`src/rtl/bfg_pkg.sv`:
```
package bfg_pkg;
  localparam int DATA_W    = 64;
  localparam int LANES     = DATA_W / 8;
  localparam int EMPTY_W   = $clog2(LANES);
  localparam int ADDR_W    = 8;
  localparam int LEN_W     = 14;
  localparam int MIN_LEN   = 24;
  localparam int MAX_LEN   = 9600;
  localparam int RLEN_MIN  = 64;
  localparam int RLEN_MAX  = 1518;
  localparam int RLEN_SPAN = RLEN_MAX - RLEN_MIN + 1;
  localparam int RLEN_BITS = 11;
  localparam int PROD_W    = 2 * RLEN_BITS;
  localparam int BEAT_W    = $clog2((MAX_LEN + LANES - 1) / LANES + 1);
  localparam int HDR_BYTES = 12;
  localparam int MAC_W     = 48;
  localparam int PRNG_W    = 92;
  localparam int SEED_HI_W = PRNG_W - 64;

  // feedback taps of the payload generator
  localparam int TAP_A = 91;
  localparam int TAP_B = 90;
  localparam int TAP_C = 79;
  localparam int TAP_D = 78;

  localparam logic [PRNG_W-1:0] SEED_RST = {28'h0025EED, 32'h5EED0001, 32'h5EED0000};

  localparam logic [ADDR_W-1:0] OFS_NFRAMES = 8'h00;
  localparam logic [ADDR_W-1:0] OFS_LENMODE = 8'h04;
  localparam logic [ADDR_W-1:0] OFS_PAYMODE = 8'h08;
  localparam logic [ADDR_W-1:0] OFS_SRC_LO  = 8'h14;
  localparam logic [ADDR_W-1:0] OFS_SRC_HI  = 8'h18;
  localparam logic [ADDR_W-1:0] OFS_DST_LO  = 8'h1C;
  localparam logic [ADDR_W-1:0] OFS_DST_HI  = 8'h20;
  localparam logic [ADDR_W-1:0] OFS_SENT    = 8'h24;
  localparam logic [ADDR_W-1:0] OFS_SEED0   = 8'h28;
  localparam logic [ADDR_W-1:0] OFS_SEED1   = 8'h2C;
  localparam logic [ADDR_W-1:0] OFS_SEED2   = 8'h30;
  localparam logic [ADDR_W-1:0] OFS_FIXLEN  = 8'h34;
  localparam logic [ADDR_W-1:0] OFS_LAUNCH  = 8'h3C;

  typedef struct packed {
    logic [31:0]       n_frames;
    logic              rand_len;
    logic              rand_pay;
    logic [LEN_W-1:0]  fixed_len;
    logic [MAC_W-1:0]  dst;
    logic [MAC_W-1:0]  src;
    logic [PRNG_W-1:0] seed;
  } cfg_t;
endpackage

```
`src/rtl/bfg_regs.sv`:
```
module bfg_regs
  import bfg_pkg::*;
(
  input  logic              clk,
  input  logic              rst_n,
  input  logic              csr_read,
  input  logic              csr_write,
  input  logic [ADDR_W-1:0] csr_addr,
  input  logic [31:0]       csr_wdata,
  output logic [31:0]       csr_rdata,
  output logic              csr_wait,
  input  logic [31:0]       sent_count,
  output cfg_t              cfg,
  output logic              start_req
);
  logic [31:0]       nfr_q, nfr_d;
  logic              rlen_q, rlen_d, rpay_q, rpay_d;
  logic [LEN_W-1:0]  flen_q, flen_d;
  logic [MAC_W-1:0]  dst_q, dst_d, src_q, src_d;
  logic [PRNG_W-1:0] seed_q, seed_d;
  logic              rd_pend_q, rd_pend_d;
  logic [31:0]       rdata_q, rdata_d, rd_mux;
  logic              rd_take;

  // write decode
  always_comb begin
    nfr_d  = nfr_q;
    rlen_d = rlen_q;
    rpay_d = rpay_q;
    flen_d = flen_q;
    dst_d  = dst_q;
    src_d  = src_q;
    seed_d = seed_q;
    if (csr_write) begin
      case (csr_addr)
        OFS_NFRAMES: nfr_d = csr_wdata;
        OFS_LENMODE: rlen_d = csr_wdata[0];
        OFS_PAYMODE: rpay_d = csr_wdata[0];
        OFS_FIXLEN:  flen_d = csr_wdata[LEN_W-1:0];
        OFS_SRC_LO:  src_d[31:0] = csr_wdata;
        OFS_SRC_HI:  src_d[MAC_W-1:32] = csr_wdata[MAC_W-33:0];
        OFS_DST_LO:  dst_d[31:0] = csr_wdata;
        OFS_DST_HI:  dst_d[MAC_W-1:32] = csr_wdata[MAC_W-33:0];
        OFS_SEED0:   seed_d[31:0] = csr_wdata;
        OFS_SEED1:   seed_d[63:32] = csr_wdata;
        OFS_SEED2:   seed_d[PRNG_W-1:64] = csr_wdata[SEED_HI_W-1:0];
        default: ;
      endcase
    end
  end

  // read mux, one wait state
  always_comb begin
    case (csr_addr)
      OFS_NFRAMES: rd_mux = nfr_q;
      OFS_LENMODE: rd_mux = {31'b0, rlen_q};
      OFS_PAYMODE: rd_mux = {31'b0, rpay_q};
      OFS_FIXLEN:  rd_mux = {{(32-LEN_W){1'b0}}, flen_q};
      OFS_SRC_LO:  rd_mux = src_q[31:0];
      OFS_SRC_HI:  rd_mux = {{(64-MAC_W){1'b0}}, src_q[MAC_W-1:32]};
      OFS_DST_LO:  rd_mux = dst_q[31:0];
      OFS_DST_HI:  rd_mux = {{(64-MAC_W){1'b0}}, dst_q[MAC_W-1:32]};
      OFS_SENT:    rd_mux = sent_count;
      OFS_SEED0:   rd_mux = seed_q[31:0];
      OFS_SEED1:   rd_mux = seed_q[63:32];
      OFS_SEED2:   rd_mux = {{(32-SEED_HI_W){1'b0}}, seed_q[PRNG_W-1:64]};
      default:     rd_mux = '0;
    endcase
    rd_take   = csr_read & ~rd_pend_q;
    rd_pend_d = rd_take;
    rdata_d   = rd_take ? rd_mux : rdata_q;
  end

  always_ff @(posedge clk or negedge rst_n) begin
    if (!rst_n) begin
      nfr_q     <= '0;
      rlen_q    <= 1'b0;
      rpay_q    <= 1'b0;
      flen_q    <= '0;
      dst_q     <= '0;
      src_q     <= '0;
      seed_q    <= SEED_RST;
      rd_pend_q <= 1'b0;
      rdata_q   <= '0;
    end else begin
      nfr_q     <= nfr_d;
      rlen_q    <= rlen_d;
      rpay_q    <= rpay_d;
      flen_q    <= flen_d;
      dst_q     <= dst_d;
      src_q     <= src_d;
      seed_q    <= seed_d;
      rd_pend_q <= rd_pend_d;
      rdata_q   <= rdata_d;
    end
  end

  assign csr_wait      = rd_take;
  assign csr_rdata     = rdata_q;
  assign start_req     = csr_write && (csr_addr == OFS_LAUNCH) && csr_wdata[0];
  assign cfg.n_frames  = nfr_q;
  assign cfg.rand_len  = rlen_q;
  assign cfg.rand_pay  = rpay_q;
  assign cfg.fixed_len = flen_q;
  assign cfg.dst       = dst_q;
  assign cfg.src       = src_q;
  assign cfg.seed      = seed_q;
endmodule

```
`src/rtl/bfg_prng.sv`:
```
module bfg_prng
  import bfg_pkg::*;
#(
  parameter int STEPS = DATA_W
) (
  input  logic              clk,
  input  logic              rst_n,
  input  logic              load,
  input  logic [PRNG_W-1:0] seed,
  input  logic              advance,
  output logic [PRNG_W-1:0] state
);
  logic [PRNG_W-1:0] st_q, st_d;

  function automatic logic [PRNG_W-1:0] walk(input logic [PRNG_W-1:0] s);
    logic [PRNG_W-1:0] t;
    t = s;
    for (int i = 0; i < STEPS; i++) begin
      t = {t[PRNG_W-2:0], t[TAP_A] ^ t[TAP_B] ^ t[TAP_C] ^ t[TAP_D]};
    end
    return t;
  endfunction

  always_comb begin
    st_d = st_q;
    if (load)         st_d = seed;
    else if (advance) st_d = walk(st_q);
  end

  always_ff @(posedge clk or negedge rst_n) begin
    if (!rst_n) st_q <= SEED_RST;
    else        st_q <= st_d;
  end

  assign state = st_q;
endmodule

```
`src/rtl/bfg_framer.sv`:
```
module bfg_framer
  import bfg_pkg::*;
(
  input  logic               clk,
  input  logic               rst_n,
  input  cfg_t               cfg,
  input  logic               start_req,
  input  logic [DATA_W-1:0]  rnd_word,
  input  logic               tx_ready,
  output logic               tx_valid,
  output logic [DATA_W-1:0]  tx_data,
  output logic               tx_sop,
  output logic               tx_eop,
  output logic [EMPTY_W-1:0] tx_empty,
  output logic               launch,
  output logic               accept,
  output logic [31:0]        sent_count
);
  logic                   busy_q, busy_d;
  logic [31:0]            left_q, left_d;
  logic [BEAT_W-1:0]      beat_q, beat_d;
  logic [LEN_W-1:0]       len_q, len_d;
  logic [31:0]            sent_q, sent_d;
  logic [PROD_W-1:0]      rl_prod;
  logic [LEN_W-1:0]       rand_len, fix_len, new_len, cur_len;
  logic [BEAT_W-1:0]      last_idx;
  logic                   last;
  logic [HDR_BYTES*8-1:0] hdr;

  assign hdr = {cfg.src, cfg.dst};

  // length selection
  always_comb begin
    rl_prod  = {{RLEN_BITS{1'b0}}, rnd_word[RLEN_BITS-1:0]} * PROD_W'(RLEN_SPAN);
    rand_len = LEN_W'(RLEN_MIN) + LEN_W'(rl_prod[PROD_W-1:RLEN_BITS]);
    if (cfg.fixed_len < LEN_W'(MIN_LEN))      fix_len = LEN_W'(MIN_LEN);
    else if (cfg.fixed_len > LEN_W'(MAX_LEN)) fix_len = LEN_W'(MAX_LEN);
    else                                      fix_len = cfg.fixed_len;
    new_len  = cfg.rand_len ? rand_len : fix_len;
    cur_len  = (beat_q == '0) ? new_len : len_q;
    last_idx = BEAT_W'((cur_len + LEN_W'(LANES - 1)) >> EMPTY_W) - BEAT_W'(1);
    last     = (beat_q == last_idx);
  end

  assign launch = start_req & ~busy_q;
  assign accept = busy_q & tx_ready;

  // sequencing
  always_comb begin
    busy_d = busy_q;
    left_d = left_q;
    beat_d = beat_q;
    len_d  = len_q;
    sent_d = sent_q;
    if (launch) begin
      busy_d = (cfg.n_frames != '0);
      left_d = cfg.n_frames;
      beat_d = '0;
      sent_d = '0;
    end else if (accept) begin
      if (beat_q == '0) len_d = cur_len;
      if (last) begin
        beat_d = '0;
        left_d = left_q - 32'd1;
        sent_d = sent_q + 32'd1;
        if (left_q == 32'd1) busy_d = 1'b0;
      end else begin
        beat_d = beat_q + BEAT_W'(1);
      end
    end
  end

  always_ff @(posedge clk or negedge rst_n) begin
    if (!rst_n) begin
      busy_q <= 1'b0;
      left_q <= '0;
      beat_q <= '0;
      len_q  <= '0;
      sent_q <= '0;
    end else begin
      busy_q <= busy_d;
      left_q <= left_d;
      beat_q <= beat_d;
      len_q  <= len_d;
      sent_q <= sent_d;
    end
  end

  // byte lanes
  for (genvar j = 0; j < LANES; j++) begin : g_lane
    logic [LEN_W-1:0] pos, pay_idx;
    logic [7:0]       b;
    always_comb begin
      pos     = LEN_W'(beat_q) * LEN_W'(LANES) + LEN_W'(j);
      pay_idx = pos - LEN_W'(HDR_BYTES);
      if (pos < LEN_W'(HDR_BYTES)) b = hdr[{pos[3:0], 3'b000} +: 8];
      else if (pos < cur_len)      b = cfg.rand_pay ? rnd_word[DATA_W-1-8*j -: 8] : pay_idx[7:0];
      else                         b = '0;
    end
    assign tx_data[DATA_W-1-8*j -: 8] = b;
  end

  assign tx_valid   = busy_q;
  assign tx_sop     = busy_q & (beat_q == '0);
  assign tx_eop     = busy_q & last;
  assign tx_empty   = (busy_q & last) ? (EMPTY_W'(0) - cur_len[EMPTY_W-1:0]) : '0;
  assign sent_count = sent_q;
endmodule

```
`src/rtl/burst_frame_gen.sv`:
```
module burst_frame_gen
  import bfg_pkg::*;
(
  input  logic               clk,
  input  logic               rst_n,
  input  logic               csr_read,
  input  logic               csr_write,
  input  logic [ADDR_W-1:0]  csr_addr,
  input  logic [31:0]        csr_wdata,
  output logic [31:0]        csr_rdata,
  output logic               csr_wait,
  output logic               tx_valid,
  input  logic               tx_ready,
  output logic [DATA_W-1:0]  tx_data,
  output logic               tx_sop,
  output logic               tx_eop,
  output logic [EMPTY_W-1:0] tx_empty
);
  logic [1:0]        rst_sync_q;
  logic              rst_core_n;
  cfg_t              cfg;
  logic              start_req, launch, accept;
  logic [31:0]       sent_count;
  logic [PRNG_W-1:0] prng_state;

  always_ff @(posedge clk or negedge rst_n) begin
    if (!rst_n) rst_sync_q <= '0;
    else        rst_sync_q <= {rst_sync_q[0], 1'b1};
  end
  assign rst_core_n = rst_sync_q[1];

  bfg_regs u_regs (
    .clk(clk), .rst_n(rst_core_n),
    .csr_read(csr_read), .csr_write(csr_write), .csr_addr(csr_addr),
    .csr_wdata(csr_wdata), .csr_rdata(csr_rdata), .csr_wait(csr_wait),
    .sent_count(sent_count), .cfg(cfg), .start_req(start_req)
  );

  bfg_prng #(.STEPS(DATA_W)) u_prng (
    .clk(clk), .rst_n(rst_core_n), .load(launch), .seed(cfg.seed),
    .advance(accept), .state(prng_state)
  );

  bfg_framer u_framer (
    .clk(clk), .rst_n(rst_core_n), .cfg(cfg), .start_req(start_req),
    .rnd_word(prng_state[DATA_W-1:0]), .tx_ready(tx_ready),
    .tx_valid(tx_valid), .tx_data(tx_data), .tx_sop(tx_sop), .tx_eop(tx_eop),
    .tx_empty(tx_empty), .launch(launch), .accept(accept), .sent_count(sent_count)
  );
endmodule

```
`config.mk`:
```
export PLATFORM = sky130hd
export DESIGN_NAME = burst_frame_gen
export DESIGN_NICKNAME = d
export VERILOG_FILES = /design/src/rtl/bfg_pkg.sv /design/src/rtl/bfg_regs.sv /design/src/rtl/bfg_prng.sv /design/src/rtl/bfg_framer.sv /design/src/rtl/burst_frame_gen.sv
export SDC_FILE = /design/constraint.sdc
export NUM_CORES = 1
export LEC_CHECK = 0
export BUFFER_PORTS_ARGS = -buffer_cell sky130_fd_sc_hd__buf_4
export CORE_MARGIN = 5
export CORE_UTILIZATION = 55
export CTS_BUF_LIST = sky130_fd_sc_hd__clkbuf_4 sky130_fd_sc_hd__clkbuf_8
export CTS_CLUSTER_SIZE = 28
export DETAILED_ROUTE_END_ITERATION = 10
export GPL_TIMING_DRIVEN = 0
export PLACE_DENSITY = 0.73
export SETUP_SLACK_MARGIN = 0.4
export SKIP_CTS_REPAIR_TIMING = 1
export SYNTH_ARGS = -nofsm -noshare
export SYNTH_HDL_FRONTEND = slang
export SYNTH_HIERARCHICAL = 1
export SYNTH_SLANG_ARGS = --single-unit
```
`constraint.sdc`:
```
create_clock -name clk -period 29.4 [get_ports clk]
set_input_delay 1.47 -clock clk [delete_from_list [all_inputs] [get_ports clk]]
set_output_delay 1.47 -clock clk [all_outputs]
set_load 0.005 [all_outputs]
```
# Word-level counts from Yosys, hierarchy flattened
# Index checks and enable logic that the tools add are counted.
[classes]
add_sub_neg = 22
mul = 1
div_mod_pow = 0
magnitude_cmp = 18
n_eq_ne = 14
shift = 8
muxes = 45
bitwise_logic = 200
reduce_logical = 22
[ops]
columns = ["operator", "count"]
rows = [
  ["$shiftx A96 B8 Y8", 8],
  ["$pmux W32 S12", 1],
  ["$mux W32", 6],
  ["$mux W8", 24],
  ["$xor A1 B1 Y1", 192],
  ["$mux W92", 2],
  ["$lt A14 B14 Y1", 8],
  ["$lt A14 B4 Y1 const B", 8],
  ["$add A14 B3 Y14 const B", 5],
  ["$sub A8 B4 Y8 const B", 8],
  ["$eq A8 B6 Y1 const B", 7],
  ["$mux W14", 4],
  ["$mux W11", 3],
  ["$add A32 B1 Y32 const B", 1],
  ["$eq A32 B1 Y1 const B", 1],
  ["$reduce_bool A32 Y1", 1],
  ["$sub A32 B1 Y32 const B", 1],
  ["$add A14 B2 Y14 const B", 2],
  ["$eq A8 B5 Y1 const B", 3],
  ["$reduce_and A2 Y1", 12],
  ["$mul A11 B11 Y22 const B", 1],
  ["$add A14 B1 Y14 const B", 1],
  ["$gt A14 B14 Y1 const B", 1],
  ["$lt A14 B5 Y1 const B", 1],
  ["other kinds (16)", 29],
]
[word_totals]
reg_bits = 453
latchBits = 0
ram_bits = 0
rom_bits = 0
input_bits = 45
memories = 0

# Longest topological paths before layout
# Gate-level depths: netlist (run 1).
[depth]
word_depth = 11
depth_mapped = 36
mapped_depth_nobuf = 35

# Cells and area by module
# The synthesis (run 1) kept the hierarchy.
[modules_own_cells]
columns = ["module", "n_inst", "cells_per_inst", "area_each_um2", "seq_area_each_um2"]
rows = [
  ["bfg_framer", 1, 1504, 12472.0, 2252.2],
  ["bfg_regs", 1, 954, 12295.5, 6775.2],
  ["bfg_prng", 1, 541, 5444.0, 2346.0],
  ["burst_frame_gen", 1, 3, 53.8, 50.0],
]

# Worst setup path after synthesis (run 1)
# OpenSTA, ideal clock, no wires.
[synth_path]
kind = "reg2out"
startpoint = "reg u_prng.st_q[6], in the netlist u_prng/state[6]"
endpoint = "out tx_empty[0]"
arrival_time_ns = 7.483
required_ns = 27.930
slack_ns = 20.447
stages_incl_launch_ff = 30
path_cell_list = "dfrtp_1 -> ha_1 -> fa_1 -> inv_1 -> fa_1 -> inv_1 -> fa_1 -> inv_1 -> fa_1 -> inv_1 -> ha_1 -> nand4_1 -> a221oi_2 -> o2bb2ai_2 -> mux2i_1 -> a311o_1 -> inv_1 -> ha_1 -> a2bb2oi_1 -> mux2_2 -> inv_1 -> or3_1 -> or3_4 -> a221oi_1 -> and4_1 -> a221oi_1 -> nor4b_1 -> nor4b_4 -> buf_2 -> and3_1"
[synth_between]
elab_chain_len = 9
[synth_lines]
columns = ["element", "line_no", "text"]
rows = [
  ["from (decl)", "bfg_prng.sv:13", "logic [PRNG_W-1:0] st_q, st_d;"],
  ["from (signal assigned)", "bfg_prng.sv:32", "else st_q <= st_d;"],
  ["$mul A11 B11 Y22 *", "bfg_framer.sv:34", "rl_prod = {{RLEN_BITS{1'b0}}, rnd_word[RLEN_BITS-1:0]} * PROD_W'(RLEN_SPAN);"],
  ["$add A7 B11 Y12 *", "bfg_framer.sv:35", "rand_len = LEN_W'(RLEN_MIN) + LEN_W'(rl_prod[PROD_W-1:RLEN_BITS]);"],
  ["$mux W14 *", "bfg_framer.sv:39", "new_len = cfg.rand_len ? rand_len : fix_len;"],
  ["$mux W14 *", "bfg_framer.sv:40", "cur_len = (beat_q == '0) ? new_len : len_q;"],
  ["$add A14 B3 Y14", "bfg_framer.sv:41", "last_idx = BEAT_W'((cur_len + LEN_W'(LANES - 1)) >> EMPTY_W) - BEAT_W'(1);"],
  ["$sub A11 B1 Y11", "bfg_framer.sv:41", ""],
  ["$eq A11 B11 Y1", "bfg_framer.sv:42", "last = (beat_q == last_idx);"],
  ["$and A1 B1 Y1", "bfg_framer.sv:106", "assign tx_empty = (busy_q & last) ? (EMPTY_W'(0) - cur_len[EMPTY_W-1:0]) : '0;"],
  ["$mux W3 *", "bfg_framer.sv:106", ""],
  ["to (decl)", "burst_frame_gen.sv:17", "output logic [EMPTY_W-1:0] tx_empty"],
]
# Every way passes the cells marked *; elsewhere a longest branch is shown, timed or not.

# Final worst setup path (run 1)
[layout_path]
startpoint = "reg u_prng.st_q[7], in the netlist u_prng/state[7]"
endpoint = "out tx_data[56]"
[layout_between]
elab_chain_len = 7
[layout_lines]
columns = ["element", "line_no", "text"]
rows = [
  ["$mul A11 B11 Y22", "bfg_framer.sv:34", ""],
  ["$add A7 B11 Y12", "bfg_framer.sv:35", ""],
  ["$mux W14", "bfg_framer.sv:39", ""],
  ["$mux W14", "bfg_framer.sv:40", ""],
  ["$lt A14 B14 Y1", "bfg_framer.sv:97", "else if (pos < cur_len) b = cfg.rand_pay ? rnd_word[DATA_W-1-8*j -: 8] : pay_idx[7:0];"],
  ["$mux W8", "bfg_framer.sv:97", ""],
  ["$mux W8", "bfg_framer.sv:96", "if (pos < LEN_W'(HDR_BYTES)) b = hdr[{pos[3:0], 3'b000} +: 8];"],
  ["to (decl)", "burst_frame_gen.sv:14", "output logic [DATA_W-1:0] tx_data,"],
]
# No other way between the ends.

==> results of run 1 <==
-- routing by layer --
layer,part of all wire,global-route usage
met1,0.38,0.531
met2,0.44,0.620
met3,0.11,0.106
met4,0.076,0.249
met5,0.00053,0
-- registers in the layout (all words and copies together), names as in the netlist, 14 cells and up --
register / count
u_framer/left_q: 32
u_regs/csr_rdata: 32
u_regs/nfr_q: 32
u_framer/len_q: 14
u_regs/src_q: 48
u_prng/state: 92
u_framer/sent_count: 32
u_regs/seed_q: 92
u_regs/flen_q: 14
u_regs/dst_q: 48
-- logic make-up after synthesis --
kind of cell               share of synthesized area
AOI/OAI and AO/OA                              0.158
xor gates and xnor gates                      0.0486
and+or+nand+nor                                0.160
DFF                                            0.377
buffers and inverters                         0.0528
muxes                                          0.134
adders and majority gates                     0.0699
other                                       0.000124
-- cell usage in the layout (no fill, tap or decap), types with 84 or more instances in the layout --
master / count
a21oi_1: 128
buf_4: 156
clkbuf_1: 108
clkbuf_8: 101
dfrtp_1: 382
ha_1: 94
inv_1: 152
mux2_2: 250
mux2i_1: 114
nand2_1: 202
nand3_1: 84
nor2_1: 119
o21ai_0: 100
o21ai_1: 91
xnor2_1: 155
-- path summary, 6_finish.rpt --
check	endpoint	slack, ps	cells after the start
min in group clk	rst_sync_q[1]$_DFF_PN0_	350	0
max	tx_data[56]	17580	35
min	u_regs/csr_rdata[28]$_DFFE_PN0P_	350	0
max in group asynchronous	u_prng/state[50]$_DFFE_PN1P_	27570	3
max reg2reg	u_framer/left_q[31]$_DFFE_PN0P_	19950	30
min reg2reg	u_regs/csr_rdata[28]$_DFFE_PN0P_	350	0
-- per-stage QoR --
stage                     cells  cell area, um2
after floorplan            3002           30300
after global routing       4007           34300
after global placement     3850           32200
after detailed placement   3857           32400
final                      4010           34300
after CTS                  4007           34300
-- cell type report --
class | count | area (um2) | share of cell area
antenna | 3 | 7.51 | 0.000219
buffer | 201 | 1010 | 0.0295
clock buffer | 124 | 1560 | 0.0455
clock inverter | 26 | 339 | 0.00988
inverter | 155 | 586 | 0.0171
multi-input combinational | 2193 | 17200 | 0.502
sequential | 453 | 11400 | 0.333
tap | 704 | 881 | 0.0257
timing repair buffer | 151 | 1270 | 0.0371
-- power groups by stage --
stage                     Combinational [uW]  Clock (uW)  Sequential (uW)
after global routing                     191         727              681
final                                    182         693              681
after floorplan                          104           0              677
after global placement                   158           0              700
after CTS                                176         700              680
after detailed placement                 175           0              690
==> results_dict.tcl, run 1 <==
set metrics [dict create \
    status "finished clean" \
    ys_seq_elements 453 \
    syn_to_final_growth_pct 13.4 \
    syn_nets 3188 \
    reg2reg_from "u_prng/state[7]$_DFFE_PN0P_" \
    drt_iter0_markers 3655 \
    cap_violations 0 \
    core_um2 54800 \
    ant_nets 0 \
    die_x_um 245 \
    drcViolationCount 0 \
    timing.final.crit_share 0.402 \
    synth_area_leaders "dfrtp_1, mux2_2, dfstp_2" \
    clock_sinks 453 \
    synth_top_area_frac 0.317 \
    rsz0062_at_grt "false" \
    p_leak_uw 0.0152 \
    grt_pass1_wl_um 182000 \
    port_buffers 144 \
    switchingPower_uw 459 \
    holdWs_ps 346 \
    synth_edf_count 0 \
    routed_wl_um 126000 \
    clkPwrFrac 0.445 \
    p_total_uw 1560 \
    initial_core_util 0.553 \
    crit_buf_inv 7 \
    hold_viol 0 \
    fillers 4636 \
    cp-start-kind "flip-flop" \
    seq_area_frac_synth 0.377 \
    comb_power_share 0.117 \
    setup_ws_ps 17580 \
    nets 3423 \
    clk_path_buf_depth 3 \
    seq_power_share 0.438 \
    cp_max_fo 10 \
    drive_above_1_share 0.247 \
    async_flop_share 1.00 \
    dr.pass1.iters 8 \
    worst-setup-path-type "reg2out" \
    hpwl_um 97700 \
    syn_inst 3002 \
    fin_setup_tns_ps 0 \
    place_ws_ps 18600 \
    fmax_mhz 84.6 \
    switching_share 0.295 \
    cts_max_level 3 \
    ys.flop_type "dfrtp_1" \
    critPathLaunch "u_prng/state[7]$_DFFE_PN0P_" \
    via_per_inst 6.75 \
    root_buffer "clkbuf_8" \
    power_density_nw_per_um2 45.3 \
    irDropWorstVdd_mv 0.0425 \
    timing.final.crit_period_ps 11820 \
    synth_common_cells "dfrtp_1, mux2_2, nand2_1" \
    synth_cell_type_count 114 \
    slowest_stage "dfrtp_1" \
    vias 27067 \
    avgSynthCellArea_um2 10.1 \
    wl_per_cell_um 31.3 \
    hp-class "reg2async" \
    crit_family "adder cells" \
    grt_max_degree 72 \
    drv_slew 0 \
    numCtsBuffers 82 \
    cp-end-kind "output port" \
    finalSetupViolations 0 \
    slew_headroom 0.167 \
    grt_usage 0.410 \
    path_clk_slew_ps 60 \
    worst_pin_slew_ps 1250 \
    synth_warnings 6 \
    cts_tree "yes" \
    skew_ps 46.8 \
    crit_arrival_ps 10350 \
    grt_pass1_vias 27092 \
    yosysMostFrequentCell "dfrtp_1" \
    grt_overflow 0 \
    p_int_uw 1100 \
    io_pins 148 \
    rows 86 \
    critical_path.max_stage_delay_ps 730 \
    clk_latency_ps 730 \
    dieArea_um2 59800 \
    finalWeightedCongestion 1.02 \
    yosys.area.top_type "dfrtp_1" \
    die_h_um 245 \
    fin_util 0.627 \
    syn-cell-area_um2 30300 \
    cp.required_ps 27930 \
    grt_antenna_before_repair 6 \
]
(Power assumes the default switching activity.)
==> run 2, diff against run 1 <==
- PLACE_DENSITY: 0.73 -> 0.76
- clock period: 29.4 -> 9.7 ns (I/O delays scaled with it)
==> run 2 against run 1 <==
Net effect:
- sequential power rose to 3.0 times the previous value
- global-route usage is 0.15 points higher
- highest routed layer unchanged
- combinational power rose to 3.1 times the previous value
- wire length increased by 1.8%
- clock-buffer cell count increased by 13
- sequential share of layout area down 0.79 points
- register-to-register slack worse by 19000 ps
- die area did not move
- clock power increased to 2.9 times the previous value
- hold slack got worse by 270 ps
==> results_dict.tcl, run 2 (same netlist as run 1, synthesis figures left out) <==
set metrics [dict create \
    grt_usage 0.411 \
    routed_wl_um 128000 \
    mostFrequentLayoutCells "dfrtp_1, mux2_2, buf_4, nand2_1, xnor2_1" \
    drt_iter0_markers 3732 \
    via_per_inst 6.82 \
    numCtsBuffers 80 \
    fin_setup_tns_ps 0 \
    cts_tree "yes" \
    ant_nets 0 \
    hold_viol 0 \
    worst_pin_slew_ps 1240 \
    hp-class "in2reg" \
    dr.pass1.iters 6 \
    grt_overflow 0 \
    slew_headroom 0.176 \
    clock_sinks 453 \
    finalSetupViolations 0 \
    clk_path_buf_depth 3 \
    dpl_cell_area_um2 32400 \
    drive_above_1_share 0.286 \
    grt_pass1_vias 26706 \
    die_x_um 245 \
    critical_path.max_stage_delay_ps 530 \
    vias 27698 \
    drv_slew 0 \
    reg2reg_slack_ps 1200 \
    crit_arrival_ps 8670 \
    slowest_stage "fa_1" \
    initial_core_util 0.553 \
    wl_per_cell_um 31.5 \
    io_pins 148 \
    grt_max_degree 73 \
    skew_ps 48.8 \
    finalWeightedCongestion 1.04 \
    clk_latency_ps 690 \
    fmax_mhz 109 \
    cp.required_ps 9220 \
    cp_max_fo 8 \
    port_buffers 144 \
    drcViolationCount 0 \
    grt_pass1_wl_um 182000 \
    die_h_um 245 \
    rsz0062_at_grt "false" \
    setup_ws_ps 549 \
    cts_max_level 3 \
    syn_to_final_growth_pct 16.3 \
    irDropWorstVdd_mv 0.134 \
    mostFrequentLayoutCell "dfrtp_1" \
    post-route-cell-area_um2 35200 \
    root_buffer "clkbuf_8" \
    timing.final.crit_period_ps 9150 \
    worst-setup-path-type "reg2out" \
    rows 86 \
    cp-start-kind "flip-flop" \
    cp-end-kind "output port" \
    hpwl_um 98700 \
    core_um2 54800 \
    place_ws_ps -203 \
    p_leak_uw 0.0155 \
    path_clk_slew_ps 60 \
    power_density_nw_per_um2 131 \
    grt_antenna_before_repair 3 \
    timing.final.crit_share 0.943 \
    holdWs_ps 72.4 \
    status "finished clean" \
    dieArea_um2 59800 \
    cap_violations 0 \
    nets 3474 \
]
-- run 2: per-stage QoR --
stage	total power, uW	cells	util
after global routing	4740	4060	0.643
final	4620	4061	0.643
after detailed placement	2620	3856	0.591
after global placement	2610	3850	0.588
after floorplan	2370	3002	-
after CTS	4590	4005	0.624
-- run 2: metal layers --
| layer | share of wire | track usage | vias up |
|---|---|---|---|
| met5 | 0.00010 | 0 | - |
| met4 | 0.075 | 0.237 | 2 |
| met3 | 0.10 | 0.0976 | 429 |
| met2 | 0.44 | 0.630 | 1847 |
| met1 | 0.38 | 0.537 | 13791 |
| li1 | - | - | 11629 |
-- run 2: final cells by class --
type	count	area (um2)
Timing Repair Buffer	204	1680
Antenna cell	2	5.00
Clock inverter	12	121
Clock buffer	137	1670
Sequential cell	453	11400
Buffer	201	1030
Tap cell	704	881
Multi-Input combinational cell	2193	17800
Fill cell	4446	19600
Inverter	155	586
-- run 2: worst paths after layout --
kind                            cells past startpoint                   startpoint                              end
max in group asynchronous                           3      rst_sync_q[1]$_DFF_PN0_    u_framer/len_q[1]$_DFFE_PN0P_
worst max-delay path                               36  u_prng/state[7]$_DFFE_PN0P_                      tx_data[56]
worst min-delay path                                2                csr_wdata[28]     u_regs/dst_q[28]$_DFFE_PN0P_
worst max register to register                     30  u_prng/state[7]$_DFFE_PN0P_  u_framer/left_q[10]$_DFFE_PN0P_
min in group asynchronous                           2                        rst_n          rst_sync_q[1]$_DFF_PN0_
worst min register to register                      0      rst_sync_q[0]$_DFF_PN0_          rst_sync_q[1]$_DFF_PN0_
-- run 2: worst max-delay path: cells and delay by family (launching register included) --
kind,cells,cell delay (ps)
flip-flops,1,520
buffers and inverters,8,740
AO/OA/AOI/OAI,13,2710
multiplexers,1,100
AND/OR/NAND/NOR,6,860
adder cells (fa/ha/maj),8,3010
-- run 2: report_power, final --
| part | switching, uW | internal [uW] | leakage, uW |
|---|---|---|---|
| clock | 873 | 1120 | 0.000963 |
| combinational | 380 | 184 | 0.00867 |
| sequential | 113 | 1960 | 0.00583 |
| total | 1370 | 3260 | 0.0155 |
